===== src/rtl/synprog_pkg.sv =====
package synprog_pkg;
    localparam int DATA_W   = 16;
    localparam int ADDR_W   = 3;
    localparam int FRAME_W  = DATA_W + ADDR_W;
    localparam int NUM_REGS = 4;

    typedef enum logic [1:0] {
        ST_IDLE   = 2'd0,
        ST_SHIFT  = 2'd1,
        ST_COMMIT = 2'd2
    } prog_state_t;

    // Power-on contents, indexed by register address
    function automatic logic [DATA_W-1:0] preset_value(input int idx);
        case (idx)
            0:       preset_value = DATA_W'(10410);
            1:       preset_value = DATA_W'(13);
            2:       preset_value = DATA_W'(178);
            default: preset_value = DATA_W'(16'h0E12);
        endcase
    endfunction
endpackage


===== src/rtl/synprog_sync.sv =====
module synprog_sync #(
    parameter int           W       = 3,
    parameter logic [W-1:0] RST_VAL = '0
) (
    input  logic         clk,
    input  logic         rst,
    input  logic [W-1:0] async_in,
    output logic [W-1:0] sync_out
);
    logic [W-1:0] stage1_q;
    logic [W-1:0] stage2_q;

    for (genvar i = 0; i < W; i++) begin : g_bit
        always_ff @(posedge clk) begin
            if (rst) begin
                stage1_q[i] <= RST_VAL[i];
                stage2_q[i] <= RST_VAL[i];
            end else begin
                stage1_q[i] <= async_in[i];
                stage2_q[i] <= stage1_q[i];
            end
        end
    end

    assign sync_out = stage2_q;
endmodule


===== src/rtl/synprog_shifter.sv =====
module synprog_shifter #(
    parameter int FRAME_W = 19
) (
    input  logic               clk,
    input  logic               rst,
    input  logic               shift_en,
    input  logic               bit_in,
    output logic [FRAME_W-1:0] frame_q
);
    // New bits enter at the top and move toward bit 0, so the oldest of
    // the last FRAME_W bits ends up in position 0.
    always_ff @(posedge clk) begin
        if (rst)
            frame_q <= '0;
        else if (shift_en)
            frame_q <= {bit_in, frame_q[FRAME_W-1:1]};
    end
endmodule


===== src/rtl/synprog_regbank.sv =====
module synprog_regbank
    import synprog_pkg::*;
(
    input  logic                             clk,
    input  logic                             rst,
    input  logic                             load,
    input  logic [ADDR_W-1:0]                addr,
    input  logic [DATA_W-1:0]                data,
    output logic [NUM_REGS-1:0][DATA_W-1:0]  regs_q,
    output logic [NUM_REGS-1:0]              upd_q
);
    for (genvar i = 0; i < NUM_REGS; i++) begin : g_reg
        logic hit;
        assign hit = load && (addr == ADDR_W'(i));

        always_ff @(posedge clk) begin
            if (rst) begin
                regs_q[i] <= preset_value(i);
                upd_q[i]  <= 1'b0;
            end else begin
                upd_q[i] <= hit;
                if (hit)
                    regs_q[i] <= data;
            end
        end

        // the strobed register shows the payload presented at the load
        p_load_value_r3: assert property (@(posedge clk) disable iff (rst)
            upd_q[i] |-> regs_q[i] == $past(data));

        // without its strobe a register keeps its value
        p_hold_r8: assert property (@(posedge clk) disable iff (rst)
            (!upd_q[i] && !$past(rst)) |-> $stable(regs_q[i]));
    end

    // never more than one strobe at a time
    p_one_strobe_r7: assert property (@(posedge clk) disable iff (rst)
        $onehot0(upd_q));
endmodule


===== src/rtl/synprog_top.sv =====
module synprog_top
    import synprog_pkg::*;
(
    input  logic              clk,
    input  logic              rst,
    input  logic              ser_clk,
    input  logic              ser_dat,
    input  logic              ser_en_n,
    output logic [DATA_W-1:0] rf_div,
    output logic [DATA_W-1:0] ref_div,
    output logic [DATA_W-1:0] if_div,
    output logic [DATA_W-1:0] ctrl_word,
    output logic              rf_upd,
    output logic              ref_upd,
    output logic              if_upd,
    output logic              ctrl_upd
);
    // Synchronised inputs: {enable, clock, data}; enable idles high
    logic [2:0] sync_v;
    synprog_sync #(.W(3), .RST_VAL(3'b100)) u_sync (
        .clk      (clk),
        .rst      (rst),
        .async_in ({ser_en_n, ser_clk, ser_dat}),
        .sync_out (sync_v)
    );

    logic en_n_s, sclk_s, sdat_s;
    assign en_n_s = sync_v[2];
    assign sclk_s = sync_v[1];
    assign sdat_s = sync_v[0];

    logic sclk_prev_q;
    always_ff @(posedge clk) begin
        if (rst) sclk_prev_q <= 1'b0;
        else     sclk_prev_q <= sclk_s;
    end

    logic sclk_rise;
    assign sclk_rise = sclk_s && !sclk_prev_q;

    // State register
    prog_state_t state_q, state_d;
    always_ff @(posedge clk) begin
        if (rst) state_q <= ST_IDLE;
        else     state_q <= state_d;
    end

    // Next state and outputs
    logic shift_en, commit;
    always_comb begin
        state_d  = state_q;
        shift_en = 1'b0;
        commit   = 1'b0;
        unique case (state_q)
            ST_IDLE: begin
                if (!en_n_s) state_d = ST_SHIFT;
            end
            ST_SHIFT: begin
                shift_en = sclk_rise;
                if (en_n_s) state_d = ST_COMMIT;
            end
            ST_COMMIT: begin
                commit  = 1'b1;
                state_d = ST_IDLE;
            end
            default: state_d = ST_IDLE;
        endcase
    end

    logic [FRAME_W-1:0] frame_q;
    synprog_shifter #(.FRAME_W(FRAME_W)) u_shift (
        .clk      (clk),
        .rst      (rst),
        .shift_en (shift_en),
        .bit_in   (sdat_s),
        .frame_q  (frame_q)
    );

    // Address: earliest of the trailing bits is the MSB
    logic [ADDR_W-1:0] frame_addr;
    always_comb begin
        for (int k = 0; k < ADDR_W; k++)
            frame_addr[ADDR_W-1-k] = frame_q[DATA_W+k];
    end

    logic [NUM_REGS-1:0][DATA_W-1:0] regs;
    logic [NUM_REGS-1:0]             upd;
    synprog_regbank u_bank (
        .clk    (clk),
        .rst    (rst),
        .load   (commit),
        .addr   (frame_addr),
        .data   (frame_q[DATA_W-1:0]),
        .regs_q (regs),
        .upd_q  (upd)
    );

    assign rf_div    = regs[0];
    assign ref_div   = regs[1];
    assign if_div    = regs[2];
    assign ctrl_word = regs[3];
    assign rf_upd    = upd[0];
    assign ref_upd   = upd[1];
    assign if_upd    = upd[2];
    assign ctrl_upd  = upd[3];

    // the frame register moves only while a frame is open
    p_shift_hold_r2: assert property (@(posedge clk) disable iff (rst)
        (state_q != ST_SHIFT) |=> $stable(frame_q));

    // a strobe always follows the commit state
    p_strobe_after_commit_r7: assert property (@(posedge clk) disable iff (rst)
        (|upd) |-> $past(state_q) == ST_COMMIT);

    // no commit without a preceding open frame
    p_commit_from_shift_r7: assert property (@(posedge clk) disable iff (rst)
        (state_q == ST_COMMIT) |-> $past(state_q) == ST_SHIFT);
endmodule


===== config.mk =====
export PLATFORM = sky130hd
export DESIGN_NAME = synprog_top
export DESIGN_NICKNAME = d
export VERILOG_FILES = /design/src/rtl/synprog_pkg.sv /design/src/rtl/synprog_sync.sv /design/src/rtl/synprog_shifter.sv /design/src/rtl/synprog_regbank.sv /design/src/rtl/synprog_top.sv
export SDC_FILE = /design/constraint.sdc
export NUM_CORES = 1
export LEC_CHECK = 0
export BUFFER_PORTS_ARGS = -buffer_cell sky130_fd_sc_hd__buf_2
export CORE_MARGIN = 2
export CORE_UTILIZATION = 58
export DETAILED_ROUTE_END_ITERATION = 7
export GPL_TIMING_DRIVEN = 0
export PLACE_DENSITY = 0.89
export SYNTH_ARGS = -nofsm -noshare
export SYNTH_HDL_FRONTEND = slang
export SYNTH_SLANG_ARGS = --single-unit
export TNS_END_PERCENT = 10

===== constraint.sdc =====
create_clock -name clk -period 4 [get_ports clk]
set_clock_uncertainty 0.2 [all_clocks]
set_input_delay 0.8 -clock clk [delete_from_list [all_inputs] [get_ports clk]]
set_output_delay 0.8 -clock clk [all_outputs]
set_load 0.1 [all_outputs]

==> flow_metrics.tcl <==
set metrics [dict create \
    syn_inst 358 \
    area_growth_pct 17.4 \
    grtUsageTotal_pct 23.5 \
    htree_num_levels 3 \
    drt-met1-wl_um 3480 \
    grt_pass1_vias 2652 \
    setup_viol 0 \
    run_status "completed" \
    antenna_found_initial 0 \
    critPathMaxStageDelay_ps 440 \
    drc 0 \
    worst_ep_required_time_ps 3000 \
    route.vias.total 2716 \
    r2r_end "u_bank.regs_q[61]$_SDFFE_PP0P_" \
    stdcell_area_um2 4300 \
    grt-ovfl-total 0 \
    ys.flop_type "dfxtp_1" \
    die-area_um2 6970 \
    period_minus_slack_ps 2160 \
    cp.arrival_ps 1160 \
    worstReg2RegStart "state_q[0]$_SDFFE_PP0P_" \
    wl_met3_um 574 \
    rows 28 \
    place_hpwl_um 5720 \
    power_density_nw_per_um2 379 \
    grt_max_degree 16 \
    period_share_pct 54.0 \
    hold_depth 1 \
    cts_resized 0 \
    end_kind "primary output" \
    yosysMostFrequentCell "dfxtp_1" \
    finalSetupTns_ps 0 \
    clockRootBuffer "clkbuf_8" \
    crit_path_max_fanout 2 \
    synthAdderAreaFrac_pct 0 \
    synth-simple-area-share_pct 23.0 \
    cts_tree "built" \
    fmax_mhz 463 \
    holdPathEnd "u_sync.sync_out[2]$_SDFF_PP1_" \
    syn_nets 363 \
    ys_types 27 \
    insertion_delay_ps 360 \
    worst_pin_slew_ps 499 \
    relSlewSlack_pct 66.8 \
    wl_per_cell_um 15.3 \
    antenna-diode-count 0 \
    ys_ff_latch 96 \
    yosysSeqAreaShare_pct 52.4 \
    min-delay-start "u_sync.stage1_q[2]$_SDFF_PP1_" \
    path_delay_family "buffers and inverters" \
    portBuffers 71 \
    final_util_pct 71.4 \
    synthMuxAreaShare_pct 17.2 \
    synth_warnings 0 \
    yosys.area.top_type "dfxtp_1" \
    die_w_um 83.5 \
    synth_area_leaders "dfxtp_1, mux2i_1, nand2b_1" \
    hold_path.class "flop to flop" \
    maxCapViolCount 0 \
    layout.nets 445 \
    synth_enable_flop_cells 0 \
    p_leak_nw 1.92 \
    synth_compound_area_share_pct 2.93 \
    drive_gt1_share_pct 24.9 \
    die_height_um 83.5 \
    synth_top_family_by_area "simple AND/OR/NAND/NOR gates" \
    cts_buffers 9 \
    routabilityCongestion 0.805 \
    r2r_cells 5 \
    ant_nets 0 \
    drtPass1Iterations 4 \
    ir_drop_uv 300 \
    synth_top_area_share_pct 52.4 \
    drtIter0Drc 177 \
    avgSynthCellArea_um2 10.2 \
    finalMaxSlewViolations 0 \
    start_util_pct 60.9 \
    rsz0062_at_grt "false" \
    cts_setup_buffers 0 \
    rrSetupSlack_ps 2340 \
    critPathKind "flop to primary output" \
    syn-cell-area_um2 3670 \
    path_cells "buf_2" \
    holdWs_ps 219 \
    cp_slowest_cell "buf_2" \
    coreArea_um2 6030 \
    synthXorXnorAreaFrac_pct 0 \
    p_total_mw 1.63 \
    ys_top_cells_by_count "dfxtp_1, mux2i_1, nand2b_1" \
    cp-start-kind "flop" \
    crit_buf_inv 1 \
    finalHoldViolations 0 \
    via_per_inst 5.22 \
    nFillCells 451 \
    clkTransAtPathRegs_ps 90 \
    place_area_um2 4120 \
    clock-sinks 96 \
    clockBufferDepth 2 \
    hold_buffers 0 \
    startpoint "u_bank.regs_q[13]$_SDFFE_PP1P_" \
    grt_pass1_wl_um 13100 \
    io_pins 73 \
    routed.top_layer "met4" \
    dr_wl_met2_um 3770 \
    async_flop_share_pct 0 \
    routed_wl_um 7950 \
]
## power by group
group          total, mW  switching, mW  internal [mW]
sequential         0.962        0.00230          0.959
clock              0.615          0.325          0.290
combinational     0.0560         0.0355         0.0205
## area by class of cell
class	count	area, µm²	share of cell area [%]
clock inverters	5	56.3	1.31
flip-flops and latches	96	1920	44.7
well taps	75	93.8	2.18
multi-input cells	239	1580	36.8
plain buffers	23	163	3.78
repair buffers	71	355	8.26
clock buffers	11	131	3.05
## logic make-up after synthesis
| group | count (synthesis) |
|---|---|
| simple gates | 155 |
| mux | 63 |
| flops | 96 |
| compound gates | 21 |
| buf+inv | 23 |
## sequential cells by signal, summed over array words and instances, names as in the netlist
register,cells
sclk_prev_q,1
state_q,2
u_bank.regs_q,64
u_bank.upd_q,4
u_shift.frame_q,19
u_sync.stage1_q,3
u_sync.sync_out,3
## cells in the final DEF (no fill, tap or decap)
cell,synthesis,layout
bufinv_16,0,1
inv_6,0,1
o31ai_1,1,1
clkinvlp_4,0,1
buf_12,2,2
and3b_1,1,1
a21oi_1,20,20
and2b_4,1,1
nor2_1,32,32
nand2b_1,60,60
or2_2,2,2
dfxtp_1,96,96
nand2_2,1,1
mux2i_1,63,63
buf_6,4,4
nand3_1,1,1
nand3b_1,1,1
nor2_2,1,1
clkbuf_1,8,10
nor3_1,2,2
and2_4,2,2
buf_2,8,79
clkbuf_8,0,9
nand2_4,2,2
nor3b_4,1,1
clkinv_2,0,2
nor2b_1,6,6
buf_4,1,1
nand4bb_1,1,1
nand2_1,39,39
nor3_4,1,1
and4bb_1,1,1
## how the worst max path moves through the flow
| stage | endpoint | slack [ps] | cells after the start |
|---|---|---|---|
| after floorplan | ctrl_word[0] | 2070 | 0 |
| after global placement | u_bank.upd_q[2]$_SDFF_PP0_ | 2000 | 4 |
| after detailed placement | u_shift.frame_q[16]$_SDFFE_PP0P_ | 1990 | 4 |
| after CTS | rf_div[13] | 1830 | 1 |
| after global routing | ctrl_word[11] | 1800 | 1 |
| final | rf_div[13] | 1840 | 1 |
## layer usage
layer / vias to the layer above / track usage (%)
met4: 0 / 7.18
met5: - / 0
li1: 1327 / -
met2: 93 / 38.0
met3: 13 / 5.64
met1: 1283 / 31.3
## worst reg2reg max path, stage by stage, from the launching register on
cell	delay, ps
dfxtp_1	450
and3b_1	220
buf_6	130
nand2_2	160
buf_6	220
mux2i_1	230
## stage by stage
| step | instances | setup WS (ps) |
|---|---|---|
| 2_1_floorplan | 358 | 2070 |
| 3_3_place_gp | 504 | 2000 |
| 3_5_place_dp | 504 | 1990 |
| 4_1_cts | 520 | 1830 |
| 5_1_grt | 520 | 1800 |
| 6_report | 520 | 1840 |
Power figures use the tool's default switching activity.
